`src/rtl/aip_pkg.sv`:
```
package aip_pkg;
  // Decoded host request, strobes converted to active high.
  typedef struct packed {
    logic cs;
    logic ptr_sel;
    logic data_sel;
    logic ctl_sel;
    logic rd;
    logic wr;
  } aip_req_t;

  localparam int unsigned AIP_PHASE_W = 2;
endpackage

```
`src/rtl/aip_phase_gen.sv`:
```
module aip_phase_gen #(
  parameter int unsigned PH_W    = 2,
  parameter int unsigned TICK_AT = 3
) (
  input  logic clk,
  input  logic rst_n,
  output logic tick_o
);
  logic [PH_W-1:0] phase_q;
  logic [PH_W-1:0] phase_d;

  always_comb begin
    phase_d = phase_q + PH_W'(1);
  end

  always_ff @(posedge clk or negedge rst_n) begin
    if (!rst_n) phase_q <= '0;
    else        phase_q <= phase_d;
  end

  assign tick_o = (phase_q == PH_W'(TICK_AT));

  AST_PHASE_STEP: assert property (@(posedge clk) disable iff (!rst_n)
    1'b1 |=> phase_q == PH_W'($past(phase_q) + PH_W'(1))) else $error("phase skip");
endmodule

```
`src/rtl/aip_strobe_decode.sv`:
```
module aip_strobe_decode
  import aip_pkg::*;
#(
  parameter int unsigned DW = 8
) (
  input  logic          clk,
  input  logic          rst_n,
  input  logic          tick_i,
  input  logic          cs_i,
  input  logic          ptr_sel_i,
  input  logic          data_sel_i,
  input  logic          ctl_sel_i,
  input  logic          rd_n_i,
  input  logic          wr_n_i,
  input  logic [DW-1:0] wdata_i,
  output logic          load_ptr_o,
  output logic          load_ctl_o,
  output logic          data_rd_o,
  output logic          data_wr_o,
  output logic [DW-1:0] wdata_o
);
  aip_req_t        req_d, req_q;
  logic [DW-1:0]   wdata_q;
  logic            busy_q, busy_d;
  logic            active, fresh;

  always_comb begin
    req_d.cs       = cs_i;
    req_d.ptr_sel  = ptr_sel_i;
    req_d.data_sel = data_sel_i;
    req_d.ctl_sel  = ctl_sel_i;
    req_d.rd       = ~rd_n_i;
    req_d.wr       = ~wr_n_i & rd_n_i;
  end

  always_ff @(posedge clk or negedge rst_n) begin
    if (!rst_n) begin
      req_q   <= '0;
      wdata_q <= '0;
    end else begin
      req_q   <= req_d;
      wdata_q <= wdata_i;
    end
  end

  always_comb begin
    active = req_q.cs & (req_q.rd | req_q.wr);
    fresh  = tick_i & active & ~busy_q;
    busy_d = tick_i ? active : busy_q;
  end

  always_ff @(posedge clk or negedge rst_n) begin
    if (!rst_n) busy_q <= 1'b0;
    else        busy_q <= busy_d;
  end

  assign load_ptr_o = fresh & req_q.ptr_sel & req_q.wr;
  assign load_ctl_o = fresh & req_q.ctl_sel & req_q.wr;
  assign data_rd_o  = fresh & req_q.data_sel & req_q.rd;
  assign data_wr_o  = fresh & req_q.data_sel & req_q.wr;
  assign wdata_o    = wdata_q;

  AST_PULSE_ON_TICK: assert property (@(posedge clk) disable iff (!rst_n)
    (data_rd_o || data_wr_o || load_ptr_o || load_ctl_o) |-> tick_i) else $error("off-slot action");
  AST_ONE_ACTION: assert property (@(posedge clk) disable iff (!rst_n)
    (data_rd_o || data_wr_o) |=> !(data_rd_o || data_wr_o)) else $error("double action");
  AST_RD_WR_EXCL: assert property (@(posedge clk) disable iff (!rst_n)
    $onehot0({data_rd_o, data_wr_o})) else $error("rd and wr together");
endmodule

```
`src/rtl/aip_ptr_reg.sv`:
```
module aip_ptr_reg #(
  parameter int unsigned DW        = 8,
  parameter int unsigned MEM_DEPTH = 16
) (
  input  logic                         clk,
  input  logic                         rst_n,
  input  logic                         load_ptr_i,
  input  logic                         load_ctl_i,
  input  logic                         data_acc_i,
  input  logic [DW-1:0]                wdata_i,
  output logic [$clog2(MEM_DEPTH)-1:0] ptr_o,
  output logic                         auto_o
);
  localparam int unsigned AW = $clog2(MEM_DEPTH);
  localparam logic [AW-1:0] TOP = AW'(MEM_DEPTH - 1);

  logic [AW-1:0] ptr_q, ptr_d, ld_val, inc_val;
  logic          auto_q, auto_d;
  logic          ptr_en, auto_en;

  always_comb begin
    ld_val  = (wdata_i[AW-1:0] > TOP) ? '0 : wdata_i[AW-1:0];
    inc_val = (ptr_q == TOP) ? '0 : ptr_q + AW'(1);
    ptr_en  = load_ptr_i | (data_acc_i & auto_q);
    ptr_d   = load_ptr_i ? ld_val : inc_val;
    auto_en = load_ctl_i;
    auto_d  = wdata_i[0];
  end

  always_ff @(posedge clk or negedge rst_n) begin
    if (!rst_n) begin
      ptr_q  <= '0;
      auto_q <= 1'b0;
    end else begin
      if (ptr_en)  ptr_q  <= ptr_d;
      if (auto_en) auto_q <= auto_d;
    end
  end

  assign ptr_o  = ptr_q;
  assign auto_o = auto_q;

  AST_PTR_RANGE: assert property (@(posedge clk) disable iff (!rst_n)
    ptr_q <= TOP) else $error("pointer out of range");
  AST_PTR_HOLD: assert property (@(posedge clk) disable iff (!rst_n)
    (!load_ptr_i && !(data_acc_i && auto_q)) |=> $stable(ptr_q)) else $error("pointer drift");
  AST_WRAP: assert property (@(posedge clk) disable iff (!rst_n)
    (data_acc_i && auto_q && !load_ptr_i && ptr_q == TOP) |=> ptr_q == '0) else $error("no wrap");
  AST_LOAD_WINS: assert property (@(posedge clk) disable iff (!rst_n)
    (load_ptr_i && data_acc_i) |=> ptr_q == $past(ld_val)) else $error("increment beat load");
  AST_CTL_HOLD: assert property (@(posedge clk) disable iff (!rst_n)
    !load_ctl_i |=> $stable(auto_q)) else $error("control bit drift");
endmodule

```
`src/rtl/aip_indirect_ptr.sv`:
```
module aip_indirect_ptr
  import aip_pkg::*;
#(
  parameter int unsigned DW        = 8,
  parameter int unsigned MEM_DEPTH = 16,
  parameter int unsigned TICK_AT   = 3
) (
  input  logic                         clk,
  input  logic                         rst_n,
  input  logic                         host_cs,
  input  logic                         host_ptr_sel,
  input  logic                         host_data_sel,
  input  logic                         host_ctl_sel,
  input  logic                         host_rd_n,
  input  logic                         host_wr_n,
  input  logic [DW-1:0]                host_wdata,
  output logic [$clog2(MEM_DEPTH)-1:0] mem_addr,
  output logic                         mem_rd,
  output logic                         mem_wr,
  output logic [DW-1:0]                mem_wdata,
  output logic                         auto_inc
);
  logic [1:0] rst_sync_q;
  logic       rst_n_int;
  logic       tick;
  logic       load_ptr, load_ctl, data_rd, data_wr;
  logic [DW-1:0] wdata_cap;

  always_ff @(posedge clk or negedge rst_n) begin
    if (!rst_n) rst_sync_q <= 2'b00;
    else        rst_sync_q <= {rst_sync_q[0], 1'b1};
  end
  assign rst_n_int = rst_sync_q[1];

  aip_phase_gen #(
    .PH_W    (AIP_PHASE_W),
    .TICK_AT (TICK_AT)
  ) u_phase (
    .clk    (clk),
    .rst_n  (rst_n_int),
    .tick_o (tick)
  );

  aip_strobe_decode #(.DW(DW)) u_dec (
    .clk        (clk),
    .rst_n      (rst_n_int),
    .tick_i     (tick),
    .cs_i       (host_cs),
    .ptr_sel_i  (host_ptr_sel),
    .data_sel_i (host_data_sel),
    .ctl_sel_i  (host_ctl_sel),
    .rd_n_i     (host_rd_n),
    .wr_n_i     (host_wr_n),
    .wdata_i    (host_wdata),
    .load_ptr_o (load_ptr),
    .load_ctl_o (load_ctl),
    .data_rd_o  (data_rd),
    .data_wr_o  (data_wr),
    .wdata_o    (wdata_cap)
  );

  aip_ptr_reg #(.DW(DW), .MEM_DEPTH(MEM_DEPTH)) u_ptr (
    .clk        (clk),
    .rst_n      (rst_n_int),
    .load_ptr_i (load_ptr),
    .load_ctl_i (load_ctl),
    .data_acc_i (data_rd | data_wr),
    .wdata_i    (wdata_cap),
    .ptr_o      (mem_addr),
    .auto_o     (auto_inc)
  );

  assign mem_rd    = data_rd;
  assign mem_wr    = data_wr;
  assign mem_wdata = wdata_cap;
endmodule

```
`config.mk`:
```
export PLATFORM = sky130hd
export DESIGN_NAME = aip_indirect_ptr
export DESIGN_NICKNAME = d
export VERILOG_FILES = /design/src/rtl/aip_pkg.sv /design/src/rtl/aip_phase_gen.sv /design/src/rtl/aip_strobe_decode.sv /design/src/rtl/aip_ptr_reg.sv /design/src/rtl/aip_indirect_ptr.sv
export SDC_FILE = /design/constraint.sdc
export NUM_CORES = 1
export LEC_CHECK = 0
export ABC_AREA = 1
export BUFFER_PORTS_ARGS = -buffer_cell sky130_fd_sc_hd__buf_2
export CELL_PAD_IN_SITES_DETAIL_PLACEMENT = 1
export CELL_PAD_IN_SITES_GLOBAL_PLACEMENT = 1
export CORE_MARGIN = 2
export CORE_UTILIZATION = 35
export DETAILED_ROUTE_END_ITERATION = 10
export PLACE_DENSITY_LB_ADDON = 0.05
export SKIP_LAST_GASP = 1
export SLEW_MARGIN = 20
export SYNTH_ARGS = -nofsm -noshare
export SYNTH_HDL_FRONTEND = slang
export SYNTH_HIERARCHICAL = 1
export SYNTH_SLANG_ARGS = --single-unit
export TNS_END_PERCENT = 30
```
`constraint.sdc`:
```
create_clock -name clk -period 2.6 [get_ports clk]
set_input_delay 0.26 -clock clk [delete_from_list [all_inputs] [get_ports clk]]
set_output_delay 0.26 -clock clk [all_outputs]
set_load 0.02 [all_outputs]
```
# Word-level counts from Yosys, hierarchy flattened

Index checks and enable logic that the tools add are counted.

Eq/ne operators: 2
Muxes and demuxes: 3
Add/subtract/negate cells: 2
Bitwise gates (word level): 18
$lt $le $gt $ge: 1

Operator list:

| cell                | number |
|---|---|
| $and 1x1->1         | 12 |
| $mux 4              | 3 |
| $add 4x1->4 const B | 1 |
| $eq 4x4->1 const B  | 1 |
| $gt 4x4->1 const B  | 1 |
| $not 1->1           | 3 |
| $or 1x1->1          | 3 |
| $add 2x1->2 const B | 1 |
| $eq 2x2->1 const B  | 1 |

Register bits after elaboration: 24
Logic and storage cells: 38
Output and inout bits: 15
Input port bits: 16

# Logic depth before layout (Yosys ltp)

Gate-level depths: netlist (run 1).

Depth in word-level cells: 9
Gate-level depth with buffers: 12
Mapped depth without buffers: 12

# Hierarchy

Netlist (run 1), hierarchy kept.

Modules (own cells, without submodules):

| module            | area an instance (µm²) | seq. area each (µm²) | instances | cells each |
|---|---|---|---|---|
| aip_strobe_decode | 462.9                  | 375.4                | 1         | 35 |
| aip_ptr_reg       | 306.5                  | 125.1                | 1         | 42 |
| aip_phase_gen     | 66.3                   | 50.0                 | 1         | 4 |
| aip_indirect_ptr  | 65.1                   | 50.0                 | 1         | 6 |

# Worst setup path after synthesis (run 1)

No wires, ideal clock.

Path kind: flip-flop to flip-flop
From: register u_phase.phase_q[0]
To: register u_ptr.ptr_q[1], in the netlist u_ptr/ptr_o[1]
Setup slack: 1000 ps
Cell stages (with the launch flop): 10
Data arrival time: 1481 ps
Data required time: 2481 ps
Period minus slack after synthesis: 1600 ps
Library setup time: 119 ps
Path buffers: 0
Cells stage by stage: dfrtp_1 -> ha_1 -> nand4_1 -> nor2_1 -> inv_1 -> nand2_1 -> nand2_1 -> nand2_1 -> nand3_1 -> o21a_1

Word-level cells in the longest chain between the ends: 8
Elaborated cells between the ends (all ways): 12
Classes of those cells: eq/ne: 1; mux: 1; bitwise: 10

Ends and longest elaborated chain:

| element                  | line                    | source |
|---|---|---|
| start, declared          | aip_phase_gen.sv:9      | `logic [PH_W-1:0] phase_q;` |
| start signal, assigned   | aip_phase_gen.sv:18     | `else phase_q <= phase_d;` |
| $eq 2x2->1               | aip_phase_gen.sv:21     | `assign tick_o = (phase_q == PH_W'(TICK_AT));` |
| net tick                 | aip_indirect_ptr.sv:25  | `logic tick;` |
| $and 1x1->1 (2 in a row) | aip_strobe_decode.sv:48 | `fresh = tick_i & active & ~busy_q;` |
| $and 1x1->1 (2 in a row) | aip_strobe_decode.sv:60 | `assign data_wr_o = fresh & req_q.data_sel & req_q.wr;` |
| net mem_wr               | aip_indirect_ptr.sv:19  | `output logic mem_wr,` |
| $or 1x1->1               | aip_indirect_ptr.sv:67  | `.data_acc_i (data_rd \| data_wr),` |
| $and 1x1->1              | aip_ptr_reg.sv:24       | `ptr_en = load_ptr_i \| (data_acc_i & auto_q);` |
| $or 1x1->1               | aip_ptr_reg.sv:24       |  |
| end signal, assigned     | aip_ptr_reg.sv:35       | `if (ptr_en) ptr_q <= ptr_d;` |
| end, declared            | aip_ptr_reg.sv:17       | `logic [AW-1:0] ptr_q, ptr_d, ld_val, inc_val;` |

The timed path passes the listed nets, and every way through them passes these cells.
A chain may end at the register's enable or synchronous reset.

# Final worst setup path (run 1)

From: register u_phase.phase_q[0]
To: output port mem_wr

Word-level cells in the longest chain between the ends: 5

Ends and longest elaborated chain:

| element                  | line |
|---|---|
| $eq 2x2->1               | aip_phase_gen.sv:21 |
| net tick                 | aip_indirect_ptr.sv:25 |
| $and 1x1->1 (2 in a row) | aip_strobe_decode.sv:48 |
| $and 1x1->1 (2 in a row) | aip_strobe_decode.sv:60 |
| end, declared            | aip_indirect_ptr.sv:19 |

The timed path passes the listed nets, and every way through them passes these cells.

==> impl_metrics.json, run 1 <==
{
  "wl_met3_um": 117,
  "p_leak_nw": 0.619,
  "start_util_pct": 36.7,
  "synth_top_area_cell": "dfrtp_1",
  "diodes": 0,
  "hold_class": "in -> reg",
  "maxSlewHeadroom_pct": 42.0,
  "die-area_um2": 3000,
  "critPathRequiredTime_ns": 2.34,
  "tns_ns": 0,
  "cts-resized-gates": 0,
  "cp.arrival_ns": 1.39,
  "synth-seq-area-share_pct": 66.7,
  "syn_area_um2": 901,
  "clock_path_buffers": 2,
  "core_um2": 2450,
  "first_global_vias": 664,
  "gp_congestion": 0.763,
  "gr-total-overflow": 0,
  "cts-htree-levels": 1,
  "via_per_inst": 4.38,
  "yosysTopAreaCellShare_pct": 66.7,
  "synth_top_cells_by_area": "dfrtp_1, nand2_1, inv_1, nand3_1, ha_1",
  "setup_viol": 0,
  "drc": 0,
  "place_inst": 147,
  "slew_viol_final": 0,
  "final_util_pct": 46.2,
  "syn_inst": 87,
  "cts-root-buf": "clkbuf_4",
  "rsz0062_at_grt": "false",
  "fmax_mhz": 605,
  "syn-num-nets": 105,
  "finalCritPeriodShare_pct": 63.6,
  "initialDrtViolationCount": 0,
  "antenna_found_initial": 0,
  "drv_cap": 0,
  "dieHeight_um": 54.7,
  "top_layer": "met4",
  "yosysMostFrequentCell": "dfrtp_1",
  "port_buffers": 30,
  "post_drt_wl_per_cell_um": 11.1,
  "cts_setup_buffers": 0,
  "ys.flop_type": "dfrtp_1",
  "drive_above_1_share_pct": 34.4,
  "insertion_delay_ns": 0.32,
  "layout.nets": 141,
  "status": "complete, no violations",
  "fill_cells": 309,
  "ys_top_cells_by_count": "dfrtp_1, nand2_1, inv_1",
  "grtUsageTotal_pct": 14.0,
  "hold_violations": 0,
  "yosysWarnings": 6,
  "routed_wl_um": 1690,
  "power_density_nw_per_um2": 631,
  "post-route-worst-setup-slack_ns": 0.946,
  "yosysUniqueCellTypes": 15,
  "grt_max_degree": 23,
  "dr_total_vias": 666,
  "met1_length_um": 812,
  "synth_edf_count": 0,
  "ys_seq_elements": 24,
  "critPathLaunchType": "register",
  "cp-end-kind": "output pin",
  "wl_met2_um": 732,
  "worst-slew-pin-transition_ns": 0.870,
  "syn2layout_area_growth_pct": 26.0,
  "crit_fanout": 3,
  "final_cells": 152,
  "synthArstFlopShare_pct": 100,
  "peakVddDrop_mv": 0.335,
  "holdWs_ns": 0.0353,
  "finClkSkew_ns": 0.0148,
  "num_rows": 18,
  "io_pins": 31,
  "grt_pass1_wl_um": 2860,
  "hpwl_um": 1330,
  "period_needed_ns": 1.65,
  "cts_tree": "done",
  "pre_cts_ws_ns": 1.03,
  "crit_type": "reg -> out",
  "final_antenna_net_count": 0,
  "cts_made_buffers": 3,
  "avgSynthCellArea_um2": 10.4,
  "firstDrtPassIters": 1,
  "die_w_um": 54.7,
  "cts.clk_slew.worst_paths_ns": 0.14,
  "clock-sinks": 24
}
## cells in the final DEF (no fill, tap or decap), drive strengths merged
master	instances
clkbuf	4
nor2	8
nand4	2
nand3	9
dfrtp	24
mux2	1
o21ai	1
or2	1
inv	16
buf	30
ha	2
dlygate4sd3	1
o21a	1
conb	1
nand2	21
## metrics by stage
| step | total power, W | instance area, um^2 |
|---|---|---|
| 4_1_cts | 0.000729 | 1130 |
| 6_report | 0.000716 | 1130 |
| 3_5_place_dp | 0.000530 | 1090 |
| 5_1_grt | 0.000759 | 1130 |
| 2_1_floorplan | 0.000486 | 901 |
| 3_3_place_gp | 0.000528 | 1090 |
## report_power, final
group | switching (W) | internal (W)
Clock | 0.000109 | 0.0000856
Sequential | 0.0000289 | 0.000399
Combinational | 0.0000541 | 0.0000398
## critical path, cell delays in order, from the launching register on
cell     delay, ns
dfrtp_1       0.37
ha_1          0.19
nand4_1       0.18
nor2_1        0.17
buf_2         0.19
## registers in the layout, indices dropped and copies added, names as in the netlist
signal,count
rst_sync_q,2
u_ptr/ptr_o,4
u_phase/phase_q,2
u_ptr/auto_o,1
u_dec/busy_q,1
u_dec/req_q,6
u_dec/wdata_o,8
## what timing repair did
action,in CTS,in global routing
hold buffers,1,0
endpoints found under the hold margin,2,0
setup endpoints to repair,0,0
## final timing paths
kind / from / slack, ns / end / cells past startpoint
worst min-delay path: host_wdata[1] / 0.04 / u_dec/wdata_o[1] / 1
max in group asynchronous: rst_sync_q[1] / 1.68 / u_dec/req_q[5] / 0
worst min register to register: rst_sync_q[1] / 0.37 / u_ptr/ptr_o[2] / 0
worst max-delay path: u_phase/phase_q[0] / 0.95 / mem_wr / 4
worst max register to register: u_phase/phase_q[0] / 1.03 / u_ptr/ptr_o[1] / 7
min in group asynchronous: rst_n / 0.23 / rst_sync_q[0] / 2
## cell type report
type	count	area (um^2)	share of cell area [%]
clock buffer	4	36.3	3.20
sequential	24	601	52.9
multi-input combinational	47	240	21.2
timing repair buffer	31	160	14.1
inverter	16	60.1	5.29
tap	30	37.5	3.31
## routing by layer
| layer | track usage, % | vias up |
|---|---|---|
| met2 | 20.4 | 23 |
| met4 | 7.50 | 0 |
| li1 | - | 336 |
| met1 | 18.7 | 303 |
| met5 | 0 | - |
| met3 | 3.83 | 4 |
## logic make-up after synthesis
group	synth area share, %
buffers and inverters	6.67
other	0.416
adders and majority gates	2.78
and+or+nand+nor	20.8
AOI/OAI and AO/OA	1.39
DFF	66.7
muxes	1.25
(Power assumes the default switching activity.)
==> inputs of run 2 (changes only) <==
--- a/config.mk
+++ b/config.mk
@@ -5,12 +5,12 @@
 export SDC_FILE = /design/constraint.sdc
 export NUM_CORES = 1
 export LEC_CHECK = 0
-export ABC_AREA = 1
+export ABC_AREA = 0
 export BUFFER_PORTS_ARGS = -buffer_cell sky130_fd_sc_hd__buf_2
 export CELL_PAD_IN_SITES_DETAIL_PLACEMENT = 1
 export CELL_PAD_IN_SITES_GLOBAL_PLACEMENT = 1
 export CORE_MARGIN = 2
-export CORE_UTILIZATION = 35
+export CORE_UTILIZATION = 32
 export DETAILED_ROUTE_END_ITERATION = 10
 export PLACE_DENSITY_LB_ADDON = 0.05
 export SKIP_LAST_GASP = 1
==> constraint.sdc (replaced) <==
create_clock -name clk -period 1.35 [get_ports clk]
set_input_delay 0.135 -clock clk [delete_from_list [all_inputs] [get_ports clk]]
set_output_delay 0.135 -clock clk [all_outputs]
set_load 0.02 [all_outputs]
==> impl_metrics.json, run 2 <==
{
  "insertion_delay_ns": 0.31,
  "io_pins": 31,
  "crit_type": "reg -> reg",
  "grtUsageTotal_pct": 14.9,
  "place_area_um2": 1090,
  "cts_tree": "done",
  "routed_wl_um": 1900,
  "synth-seq-area-share_pct": 72.7,
  "avgSynthCellArea_um2": 13.8,
  "hold_violations": 0,
  "drc": 0,
  "period_needed_ns": 1.70,
  "setup_viol": 7,
  "post-route-worst-setup-slack_ns": -0.352,
  "syn2layout_area_growth_pct": 58.3,
  "ys_seq_elements": 24,
  "ys.flop_type": "dfrtp_1",
  "initialDrtViolationCount": 3,
  "failed_checks": "negative setup slack",
  "synth_top_area_cell": "dfrtp_1",
  "hpwl_um": 1320,
  "power_density_nw_per_um2": 1170,
  "die-area_um2": 3000,
  "yosysUniqueCellTypes": 19,
  "syn-num-nets": 78,
  "slew_viol_final": 0,
  "finClkSkew_ns": 0.00554,
  "crit_fanout": 4,
  "cts.clk_slew.worst_paths_ns": 0.13,
  "gp_congestion": 0.662,
  "final_common_cell": "buf_2",
  "final_cell_mix": "buf_2, dfrtp_1, dlygate4sd3_1",
  "synth_top_cells_by_area": "dfrtp_1, nand2_1, ha_1, and2_1, o221ai_1",
  "intPower_w": 0.00117,
  "swShare_pct": 23.7,
  "final_cells": 147,
  "finalCritPeriodShare_pct": 126,
  "first_global_vias": 717,
  "drive_above_1_share_pct": 43.6,
  "clock_path_buffers": 2,
  "start_util_pct": 33.6,
  "num_rows": 18,
  "slowest_stage": "dfrtp_1",
  "yosysWarnings": 6,
  "synth_edf_count": 0,
  "clock_power_share_pct": 33.7,
  "grt_pass1_wl_um": 3000,
  "hold_class": "in -> async",
  "grt_max_degree": 15,
  "holdWs_ns": 0.0993,
  "critPathRequiredTime_ns": 1.59,
  "critical_path.cell_chain": "ha_2, and4b_1, and2_4, or2_4, nand2_4, a311o_1, o221ai_1",
  "gr-total-overflow": 0,
  "p_seq_share_pct": 52.6,
  "peakVddDrop_mv": 1.23,
  "p_sw_w": 0.000363,
  "syn_inst": 60,
  "die_w_um": 54.8,
  "final_util_pct": 53.3,
  "port_buffers": 30,
  "core_um2": 2450,
  "diodes": 0,
  "firstDrtPassIters": 3,
  "cp-end-kind": "register",
  "final_antenna_net_count": 0,
  "cp.arrival_ns": 1.94,
  "crit_family": "simple AND/OR/NAND/NOR gates",
  "path_buf_inv": 0,
  "drv_cap": 0,
  "via_per_inst": 4.50,
  "post_drt_wl_per_cell_um": 12.9,
  "dr_total_vias": 661,
  "layout.nets": 136,
  "cts-htree-levels": 1,
  "syn_area_um2": 826,
  "fin_area_um2": 1310,
  "ys_top_cells_by_count": "dfrtp_1, nand2_1, and2_1, inv_1",
  "status": "finished with violations",
  "critPathLaunchType": "register",
  "comb_power_share_pct": 13.6,
  "synthArstFlopShare_pct": 100,
  "tns_ns": -1.81,
  "fmax_mhz": 587,
  "p_leak_nw": 0.676,
  "antenna_found_initial": 0,
  "rsz0062_at_grt": "true",
  "place_inst": 128,
  "clock-sinks": 24,
  "fill_cells": 279,
  "yosysMostFrequentCell": "dfrtp_1",
  "yosysTopAreaCellShare_pct": 72.7,
  "max_stage_delay_ns": 0.38,
  "dieHeight_um": 54.8,
  "largest_reg_flops": 8,
  "cts-root-buf": "clkbuf_4",
  "cts_made_buffers": 3
}
## run 2: cell count changes after synthesis, moves of 2 or more
cell,delta
inv_1,-10
inv_2,-3
nand3_2,-2
o21ai_1,+2
nor2_1,-4
o221ai_1,+2
nand3_1,-5
and2_1,+3
nand2_1,-12
nand4_1,-2
nor2_2,-2
xor2_1,+2
## run 2: final cells by class
type | count | area (um^2) | share of cell area [%]
clock inverters | 1 | 30.0 | 2.30
well taps | 30 | 37.5 | 2.87
repair buffers | 54 | 368 | 28.1
inverters | 3 | 11.3 | 0.861
clock buffers | 3 | 22.5 | 1.72
multi-input cells | 32 | 238 | 18.2
flip-flops and latches | 24 | 601 | 45.9
## run 2: layer usage
| metal | part of all wire, % | routed length [um] | global-route usage (%) |
|---|---|---|---|
| met1 | 38 | 717 | 14.6 |
| met5 | 0 | 0 | 0 |
| met2 | 56 | 1060 | 28.0 |
| met3 | 5.5 | 104 | 6.01 |
| met4 | 0.53 | 10 | 5.00 |
## run 2: worst paths after layout
kind | slack (ns) | endpoint | depth (start not counted) | from
min | 0.1 | rst_sync_q[0] | 2 | rst_n
max in group asynchronous | 0.67 | u_ptr/ptr_o[2] | 1 | rst_sync_q[1]
max | -0.35 | u_ptr/ptr_o[3] | 7 | u_phase/phase_q[0]
min reg2reg | 0.16 | u_dec/wdata_o[1] | 0 | rst_sync_q[1]
min in group clk | 0.37 | rst_sync_q[1] | 0 | rst_sync_q[0]
max reg2reg | -0.35 | u_ptr/ptr_o[3] | 7 | u_phase/phase_q[0]
## run 2: stage by stage
stage               power, W  worst slack (ns)
floorplan           0.000900            -0.314
global placement    0.000985            -0.300
detailed placement  0.000991            -0.384
CTS                  0.00156            -0.371
global route         0.00162            -0.466
finish               0.00153            -0.352
## run 2: what timing repair did
action	in CTS	in global routing
endpoints found under the setup margin	7	7
hold endpoints to repair	16	0
pin swaps	4	1
hold buffers	15	0
gates resized for setup	3	1
setup buffers	0	0
## run 2: logic make-up after synthesis
kind of cell             count (synthesis)  synth area share, %
AO/OA/AOI/OAI                            6                 5.30
XOR/XNOR                                 2                 2.12
adder cells (fa/ha/maj)                  2                 3.03
buffers and inverters                    4                 2.73
flip-flops                              24                 72.7
multiplexers                             2                 2.58
other                                    1                0.454
AND/OR/NAND/NOR                         19                 11.1
## run 2: power groups by stage
stage | Sequential [W] | Combinational (W) | Clock, W
global route | 0.000813 | 0.000234 | 0.000575
CTS | 0.000808 | 0.000205 | 0.000550
floorplan | 0.000863 | 0.0000363 | 0
finish | 0.000807 | 0.000209 | 0.000517
global placement | 0.000817 | 0.000168 | 0
detailed placement | 0.000820 | 0.000171 | 0
==> inputs of run 3 (changes only) <==
--- a/config.mk
+++ b/config.mk
@@ -12,7 +12,9 @@
 export CORE_MARGIN = 2
 export CORE_UTILIZATION = 32
 export DETAILED_ROUTE_END_ITERATION = 10
+export GPL_TIMING_DRIVEN = 0
 export PLACE_DENSITY_LB_ADDON = 0.05
+export REMOVE_ABC_BUFFERS = 1
 export SKIP_LAST_GASP = 1
 export SLEW_MARGIN = 20
 export SYNTH_ARGS = -nofsm -noshare
==> impl_metrics.json, run 3 (synthesis results as in run 2) <==
{
  "firstDrtPassIters": 2,
  "critPathLaunchType": "register",
  "final_common_cell": "buf_2",
  "period_needed_ns": 1.71,
  "drive_above_1_share_pct": 42.2,
  "clock-sinks": 24,
  "routed_wl_um": 1610,
  "initialDrtViolationCount": 2,
  "power_density_nw_per_um2": 1170,
  "core_um2": 2450,
  "final_cells": 146,
  "start_util_pct": 33.6,
  "num_rows": 18,
  "via_per_inst": 4.42,
  "antenna_found_initial": 0,
  "cts.clk_slew.worst_paths_ns": 0.14,
  "post-route-worst-setup-slack_ns": -0.355,
  "hold_class": "in -> async",
  "syn2layout_area_growth_pct": 55.3,
  "power.total_w": 0.00150,
  "die_w_um": 54.8,
  "place_inst": 119,
  "dr_total_vias": 645,
  "cts_tree": "done",
  "maxSlewHeadroom_pct": 42.7,
  "p_leak_nw": 0.655,
  "worst-slew-pin-transition_ns": 0.859,
  "insertion_delay_ns": 0.31,
  "finalCritPeriodShare_pct": 126,
  "holdWs_ns": 0.121,
  "crit_fanout": 5,
  "cts-root-buf": "clkbuf_4",
  "drv_cap": 0,
  "grtUsageTotal_pct": 11.6,
  "die-area_um2": 3000,
  "post_drt_wl_per_cell_um": 11.0,
  "cts-htree-levels": 1,
  "seq_area_um2": 601,
  "layout.nets": 135,
  "io_pins": 31,
  "failed_checks": "negative setup slack",
  "drc": 0,
  "grt_max_degree": 23,
  "diodes": 0,
  "cts_made_buffers": 3,
  "port_buffers": 30,
  "gp_congestion": 0.603,
  "tns_ns": -1.81,
  "status": "finished with violations",
  "finClkSkew_ns": 0.00862,
  "peakVddDrop_mv": 0.666,
  "fmax_mhz": 586,
  "grt_pass1_wl_um": 2420,
  "dieHeight_um": 54.8,
  "cp.arrival_ns": 1.94,
  "clock_path_buffers": 2,
  "cp-end-kind": "register",
  "final_antenna_net_count": 0,
  "setup_viol": 7,
  "fill_cells": 277,
  "final_util_pct": 52.2,
  "rsz0062_at_grt": "true",
  "gr-total-overflow": 0,
  "critPathRequiredTime_ns": 1.59,
  "first_global_vias": 606,
  "crit_type": "reg -> reg",
  "multiInputGateArea_um2": 220,
  "slew_viol_final": 0,
  "hold_violations": 0,
  "largest_reg_flops": 8,
  "final_cell_mix": "buf_2, dfrtp_1, dlygate4sd3_1"
}
==> run 3: cell count changes in the layout (fill, tap and decap cells not counted), sizes merged <==
cell	before	now
buf	39	38
==> run 3: final timing paths <==
kind	from	endpoint	slack (ns)	cells past startpoint
max in group asynchronous	rst_sync_q[1]	u_phase/phase_q[1]	0.45	0
setup reg to reg	u_phase/phase_q[0]	u_ptr/ptr_o[0]	-0.36	6
hold / removal	rst_n	rst_sync_q[1]	0.12	2
min in group clk	rst_sync_q[0]	rst_sync_q[1]	0.37	0
setup / recovery	u_phase/phase_q[0]	u_ptr/ptr_o[0]	-0.36	6
hold reg to reg	rst_sync_q[1]	u_dec/wdata_o[3]	0.36	0
==> run 3: area by class of cell <==
type	instances	area share, %
well taps	30	2.93
inverters	3	0.878
multi-input cells	32	17.2
clock inverters	1	2.34
clock buffers	3	1.76
repair buffers	53	28.1
flip-flops and latches	24	46.8
==> run 3: through the flow <==
step | worst slack, ns | cell area [um^2]
2_1_floorplan | -0.596 | 815
3_3_place_gp | -0.492 | 1000
3_5_place_dp | -0.514 | 1000
4_1_cts | -0.435 | 1230
5_1_grt | -0.399 | 1280
6_report | -0.355 | 1280
==> run 3: timing repair <==
action | 4_1_cts | 5_1_grt
gates resized for setup | 2 | 5
pin swaps | 6 | 5
setup buffers | 3 | 5
hold buffers | 15 | 0
endpoints found under the setup margin | 7 | 7
hold endpoints to repair | 16 | 0
==> run 3: routing by layer <==
metal	part of all wire [%]	vias to the layer above	GRT usage (%)
li1	-	310	-
met1	42	315	13.6
met2	53	18	19.6
met3	4.5	2	2.46
met4	0.74	0	6.25
met5	0	-	0
==> run 3: worst max-delay path: stages, from the launching register on <==
cell	delay [ns]
dfrtp_1	0.41
ha_2	0.20
and4b_1	0.19
buf_4	0.14
and2_4	0.17
a311o_1	0.34
o221ai_1	0.18
==> run 3: power by group <==
group | total, W | internal (W) | switching [W] | leakage (nW)
Sequential | 0.000812 | 0.000766 | 0.0000461 | 0.295
Clock | 0.000513 | 0.000300 | 0.000213 | 0.0279
Combinational | 0.000171 | 0.0000877 | 0.0000830 | 0.332
